### config.mk
export PLATFORM = sky130hd
export DESIGN_NAME = bce_top
export DESIGN_NICKNAME = d
export VERILOG_FILES = /design/src/rtl/bce_pkg.sv /design/src/rtl/bce_rst_sync.sv /design/src/rtl/bce_cond_decode.sv /design/src/rtl/bce_flag_test.sv /design/src/rtl/bce_target_adder.sv /design/src/rtl/bce_top.sv
export SDC_FILE = /design/constraint.sdc
export NUM_CORES = 1
export LEC_CHECK = 0
export ABC_AREA = 1
export BUFFER_PORTS_ARGS = -buffer_cell sky130_fd_sc_hd__buf_2
export CORE_UTILIZATION = 40
export CTS_BUF_LIST = sky130_fd_sc_hd__clkbuf_16
export CTS_CLUSTER_DIAMETER = 40
export DETAILED_ROUTE_END_ITERATION = 7
export GPL_ROUTABILITY_DRIVEN = 0
export PLACE_DENSITY = 0.66
export SLEW_MARGIN = 20
export SYNTH_ARGS = -nofsm -noshare
export SYNTH_HDL_FRONTEND = slang
export SYNTH_SLANG_ARGS = --single-unit
### constraint.sdc
create_clock -name clk -period 0.8 [get_ports clk]
set_input_delay 0.24 -clock clk [delete_from_list [all_inputs] [get_ports clk]]
set_output_delay 0.24 -clock clk [all_outputs]
set_load 0.02 [all_outputs]
### src/rtl/bce_pkg.sv
package bce_pkg;
  typedef enum logic [3:0] {
    COND_GT  = 4'b0000,
    COND_C   = 4'b0001,
    COND_V   = 4'b0010,
    COND_VC  = 4'b0011,
    COND_EQ  = 4'b0100,
    COND_LT  = 4'b1000,
    COND_LE  = 4'b1100,
    COND_ALL = 4'b1111
  } cond_code_e;

  typedef enum logic [2:0] {
    TST_NEVER,
    TST_REL,
    TST_LE,
    TST_OVF,
    TST_CRY,
    TST_BOTH,
    TST_ALWAYS
  } test_kind_e;

  typedef struct packed {
    logic [1:0] rel;
    logic       ovf;
    logic       cry;
  } flags_t;

  localparam logic [1:0] REL_LESS  = 2'b10;
  localparam logic [1:0] REL_EQUAL = 2'b01;
  localparam logic [1:0] REL_GREAT = 2'b00;
endpackage

### src/rtl/bce_rst_sync.sv
module bce_rst_sync #(
  parameter int STAGES = 2
) (
  input  logic clk,
  input  logic rst_n,
  output logic rst_sync_n
);
  logic [STAGES-1:0] chain_q;
  logic [STAGES-1:0] chain_d;

  always_comb begin
    chain_d = {chain_q[STAGES-2:0], 1'b1};
  end

  always_ff @(posedge clk or negedge rst_n) begin
    if (!rst_n) chain_q <= '0;
    else        chain_q <= chain_d;
  end

  assign rst_sync_n = chain_q[STAGES-1];
endmodule

### src/rtl/bce_cond_decode.sv
module bce_cond_decode
  import bce_pkg::*;
(
  input  logic [3:0]  cond_i,
  output test_kind_e  kind_o,
  output logic [1:0]  rel_want_o
);
  always_comb begin
    kind_o     = TST_NEVER;
    rel_want_o = REL_GREAT;
    case (cond_i)
      COND_LT:  begin kind_o = TST_REL; rel_want_o = REL_LESS;  end
      COND_EQ:  begin kind_o = TST_REL; rel_want_o = REL_EQUAL; end
      COND_GT:  begin kind_o = TST_REL; rel_want_o = REL_GREAT; end
      COND_LE:  kind_o = TST_LE;
      COND_V:   kind_o = TST_OVF;
      COND_C:   kind_o = TST_CRY;
      COND_VC:  kind_o = TST_BOTH;
      COND_ALL: kind_o = TST_ALWAYS;
      default:  kind_o = TST_NEVER;
    endcase
  end
endmodule

### src/rtl/bce_flag_test.sv
module bce_flag_test
  import bce_pkg::*;
(
  input  test_kind_e kind_i,
  input  logic [1:0] rel_want_i,
  input  flags_t     flags_i,
  output logic       hit_o
);
  always_comb begin
    case (kind_i)
      TST_REL:    hit_o = (flags_i.rel == rel_want_i);
      TST_LE:     hit_o = (flags_i.rel == REL_LESS) || (flags_i.rel == REL_EQUAL);
      TST_OVF:    hit_o = flags_i.ovf;
      TST_CRY:    hit_o = flags_i.cry;
      TST_BOTH:   hit_o = flags_i.ovf & flags_i.cry;
      TST_ALWAYS: hit_o = 1'b1;
      default:    hit_o = 1'b0;
    endcase
  end

  // less-or-equal never fires on greater
  always_comb begin
    if (kind_i == TST_LE && flags_i.rel == REL_GREAT)
      a_le_not_gt_r3: assert (!hit_o);
  end
endmodule

### src/rtl/bce_target_adder.sv
module bce_target_adder #(
  parameter int PC_W  = 16,
  parameter int OFF_W = 8
) (
  input  logic [PC_W-1:0]  pc_i,
  input  logic [OFF_W-1:0] offset_i,
  output logic [PC_W-1:0]  target_o
);
  localparam int EXT_W = PC_W - OFF_W;

  logic [PC_W-1:0] off_ext;
  logic [PC_W-1:0] pc_next;

  always_comb begin
    off_ext  = {{EXT_W{offset_i[OFF_W-1]}}, offset_i};
    pc_next  = pc_i + {{(PC_W-1){1'b0}}, 1'b1};
    target_o = pc_next + off_ext;
  end
endmodule

### src/rtl/bce_top.sv
module bce_top
  import bce_pkg::*;
#(
  parameter int PC_W   = 16,
  parameter int OFF_W  = 8,
  parameter int COND_W = 4,
  parameter int FLAG_W = 4,
  parameter int SYNC_STAGES = 2
) (
  input  logic              clk,
  input  logic              rst_n,
  input  logic              eval_i,
  input  logic [FLAG_W-1:0] flags_i,
  input  logic [COND_W-1:0] cond_i,
  input  logic [PC_W-1:0]   pc_i,
  input  logic [OFF_W-1:0]  offset_i,
  output logic              taken_o,
  output logic [PC_W-1:0]   target_o
);
  logic            rst_sync_n;
  test_kind_e      kind;
  logic [1:0]      rel_want;
  logic            hit;
  logic [PC_W-1:0] target_calc;
  logic            taken_d, taken_q;
  logic [PC_W-1:0] target_d, target_q;

  bce_rst_sync #(.STAGES(SYNC_STAGES)) u_rst (
    .clk        (clk),
    .rst_n      (rst_n),
    .rst_sync_n (rst_sync_n)
  );

  bce_cond_decode u_dec (
    .cond_i     (cond_i),
    .kind_o     (kind),
    .rel_want_o (rel_want)
  );

  bce_flag_test u_tst (
    .kind_i     (kind),
    .rel_want_i (rel_want),
    .flags_i    (flags_t'(flags_i)),
    .hit_o      (hit)
  );

  bce_target_adder #(.PC_W(PC_W), .OFF_W(OFF_W)) u_add (
    .pc_i     (pc_i),
    .offset_i (offset_i),
    .target_o (target_calc)
  );

  always_comb begin
    taken_d  = eval_i & hit;
    target_d = eval_i ? target_calc : target_q;
  end

  always_ff @(posedge clk or negedge rst_sync_n) begin
    if (!rst_sync_n) begin
      taken_q  <= 1'b0;
      target_q <= '0;
    end else begin
      taken_q  <= taken_d;
      target_q <= target_d;
    end
  end

  assign taken_o  = taken_q;
  assign target_o = target_q;

  // a taken strobe needs an evaluation on the previous edge
  p_taken_needs_eval_r8: assert property (@(posedge clk) disable iff (!rst_sync_n)
    taken_o |-> $past(eval_i));

  // target held when nothing was evaluated
  p_target_hold_r8: assert property (@(posedge clk) disable iff (!rst_sync_n)
    !$past(eval_i) |-> $stable(target_o));

  // taken only for a defined condition code
  p_unused_never_r6: assert property (@(posedge clk) disable iff (!rst_sync_n)
    taken_o |-> ($past(cond_i) inside {4'b0000, 4'b0001, 4'b0010, 4'b0011,
                                       4'b0100, 4'b1000, 4'b1100, 4'b1111}));

  // always-code evaluated gives a strobe
  p_always_taken_r5: assert property (@(posedge clk) disable iff (!rst_sync_n)
    ($past(eval_i) && $past(cond_i) == 4'b1111) |-> taken_o);

  // both-flags test needs overflow and carry
  p_vc_both_r4: assert property (@(posedge clk) disable iff (!rst_sync_n)
    (taken_o && $past(cond_i) == 4'b0011) |-> ($past(flags_i[1]) && $past(flags_i[0])));
endmodule

==> reports/results.tsv <==
stage	metric	value	unit
run_status	status	finished with violations	
run_status	violated checks	setup timing	
sta	final setup vio count	32	
grt	GR Util met3	3.60	%
worst_setup_path	Startpoint Class	input port	
clock_network	clock buffer depth	2	
worst_setup_path	Worst Setup SP	offset_i[0]	
finish	Layout area overhead	79.9	%
finish	final net count	402	
synth	Post-synth EDFFs	0	
worst_setup_path	CP max FO	3	
pwr	Worst VDD drop	1960	µV
clock_network	TritonCTS Buffers	3	
worst_setup_path	most frequent CP cell	nand2_1	
drt	drt wl/cell	12.0	µm
floorplanning	die width	66.6	µm
grt	largest net degree at the start of global routing	13	
synth	Yosys reg bits	19	
grt	global-route wire length before repair	7760	µm
drt	Via Count	1910	
grt	initial antenna violation count	0	
finish	area of the multi-input gates	0.00147	mm²
placed_design	Cells after DPL	384	
sta	fmax	740	MHz
finish	FILL cells	284	
floorplanning	area of the die	0.00444	mm²
floorplanning	die height	66.6	µm
sta	final hold violation count	0	
drt	Initial DRT Pass Iterations	4	
worst_setup_path	CP max stage delay	360	ps
grt	GR Layer Usage met1	29.6	%
worst_setup_path	crit end category	register	
worst_setup_path	CP Cell Sequence	buf_8, inv_12, ha_4, inv_4, fa_2, nand3_2, nand3_4, a21oi_2, xnor2_1, nand2_1, nand2_1	
pwr	power share of the sequential group	27.7	%
floorplanning	row count	23	
clock_network	Clk Tree Root Cell	clkbuf_16	
synth	ys flop type	dfrtp_1	
sta	minimum clock period	1350	ps
clock_network	CTS Sinks	19	
grt	met2 Usage GRT	37.8	%
drt	routed wire length	4780	µm
placed_design	Area after DPL	0.00236	mm²
finish	Finished Cell Area	0.00301	mm²
floorplanning	Ports	52	
placed_design	Detail Placement HPWL	3370	µm
worst_setup_path	CP max-delay cell	fa_2	
sta	Worst Skew	1.56	ps
finish	# diodes	0	
finish	Storage cell area	475	µm²
pwr	power share of the combinational group	49.1	%
finish	post-layout util	75.2	%
floorplanning	Initial Utilization	41.8	%
clock_network	CTS tree	built	
worst_setup_path	CP arrival	1540	ps
clock_network	Skew-Pair Late Insertion Delay	250	ps
synth	sequential area share after synthesis	28.4	%
synth	net count of the mapped netlist	318	
job	Max-cap violations	0	
sta	period utilisation layout	169	%
grt	number of global-route vias before repair	1836	
finish	share of layout cells above drive strength 1	46.6	%
clock_network	htree depth	1	
floorplanning	Core Area	0.00400	mm²
finish	final cell count without fillers	400	
placed_design	Port-buffer cells	51	
worst_setup_path	critical path class	input port to register	
pwr	Clock Power Share	23.1	%
drt	DRC Markers	0	
synth	Distinct cells, synth	25	
pwr	reported net switching power	1.55	mW
synth	Mapped Cells	267	
sta	unrepaired setup endpoints after global routing	true	
sta	max-slew violation count	0	
worst_setup_path	Req. time, crit path	990	ps
pwr	leak pwr	1.57	nW
synth	Yosys Warn Count	0	
synth	syn avg cell area	6.26	µm²
pwr	Sw Share	35.2	%
drt	Detail Route Antenna Nets	0	
synth	asr flop ratio synth	100	%
grt	total track usage	22.7	%
clock_network	CTS clk-pin slew, worst paths	50	ps
min_path	min-delay worst type	register to asynchronous set/reset pin	
pwr	P_int	2.85	mW
pwr	P per Cell Area	1460	mW/mm²
drt	Iter 0 DRT Violations	88	
grt	total gr overflow	0	
synth	Cell Area, Synth	0.00167	mm²
grt	Most Crowded Layer GR	met2	
worst_setup_path	worst reg2reg startpoint	target_o[13]	
sta	setup slack after layout	-552	ps
drt	vias per std cell	4.78	
cell families (layout without fill, tap and decap cells):
kind of cell             after synthesis  after routing  share of synthesized area [%]
AO/OA/AOI/OAI                         18             18                           5.46
XOR/XNOR                               4              4                           2.10
adder cells (fa/ha/maj)               16             16                           12.4
buffers and inverters                 47            130                           10.8
flip-flops                            19             19                           28.4
other                                  1              1                          0.224
AND/OR/NAND/NOR                      162            162                           40.6
area by class of cell:
cell class              instances  share of cell area [%]
clock inverters                 1                   0.125
inverters                      44                    6.45
clock buffers                   3                    2.50
well taps                      50                    2.08
repair buffers                 82                    24.3
multi-input cells             201                    48.7
flip-flops and latches         19                    15.8
what timing repair did:
item,CTS,global route
setup endpoints to repair,32,34
hold buffers,1,0
buffers inserted,5,6
cloned,1,0
endpoints found under the hold margin,2,0
gates resized for setup,79,45
pin swaps,46,38
cell usage after synthesis (3+ instances only):
| cell | n | area, µm² |
|---|---|---|
| inv_1 | 43 | 161 |
| xnor2_1 | 4 | 35.0 |
| o21ai_0 | 5 | 25.0 |
| nor3_1 | 3 | 15.0 |
| nor2_1 | 14 | 52.6 |
| dfrtp_1 | 19 | 475 |
| ha_1 | 15 | 188 |
| a21oi_1 | 10 | 50.1 |
| nand3_1 | 19 | 95.1 |
| nand2_2 | 3 | 18.8 |
| nand2_1 | 113 | 424 |
critical path: cells and delay by family:
family / cells / cell delay, ps
simple gates: 4 / 340
xor+xnor: 1 / 150
fa+ha+maj: 2 / 490
buf+inv: 3 / 180
compound gates: 1 / 140
power by group through the flow:
stage	logic [mW]	registers, mW	clock network [mW]
detailed placement	1.58	1.19	0
floorplan	0.822	1.38	0
finish	2.16	1.22	1.02
global placement	1.57	1.20	0
global route	2.35	1.23	1.07
CTS	1.94	1.22	1.02
registers in the layout (all words and copies together), names as in the netlist:
signal	cells
target_o	16
taken_o	1
u_rst.chain_q	2
metrics by stage:
stage	power (mW)	TNS [ps]	hold WS, ps	worst slack [ps]
final	4.39	-9710	179	-552
after global routing	4.65	-10930	207	-612
after CTS	4.18	-9420	185	-517
after detailed placement	2.77	-11550	27.9	-892
after global placement	2.76	-11230	26.9	-869
after floorplan	2.20	-6600	-55.6	-592
final timing paths:
path                               endpoint  slack [ps]  cells after the start
hold / removal                  target_o[9]         180                      1
max in group asynchronous  u_rst.chain_q[1]         410                      2
min in group clk                    taken_o         330                      5
setup reg to reg               target_o[13]          50                      3
hold reg to reg                 target_o[9]         180                      1
setup / recovery                target_o[8]        -550                     11
layout by cell type, fill, tap and decap left out, types with 3 or more instances in the layout:
cell type / netlist / final
nand2_4: 0 / 7
inv_1: 43 / 35
buf_8: 0 / 3
buf_2: 0 / 19
a21oi_1: 10 / 4
ha_4: 0 / 15
nor2_1: 14 / 9
clkbuf_16: 0 / 3
nor2_4: 0 / 3
buf_6: 0 / 28
nand2_2: 3 / 17
dfrtp_1: 19 / 19
a21oi_2: 0 / 4
nand2_1: 113 / 92
o21ai_1: 2 / 5
inv_4: 0 / 3
nand3_2: 2 / 6
buf_4: 1 / 29
inv_2: 1 / 4
nand3_1: 19 / 13
routing by layer:
layer / vias up / part of all wire, %
met5: - / 0
met4: 0 / 1.1
met3: 5 / 3.9
met2: 41 / 48
met1: 878 / 47
li1: 986 / -
Power figures use the tool's default switching activity.
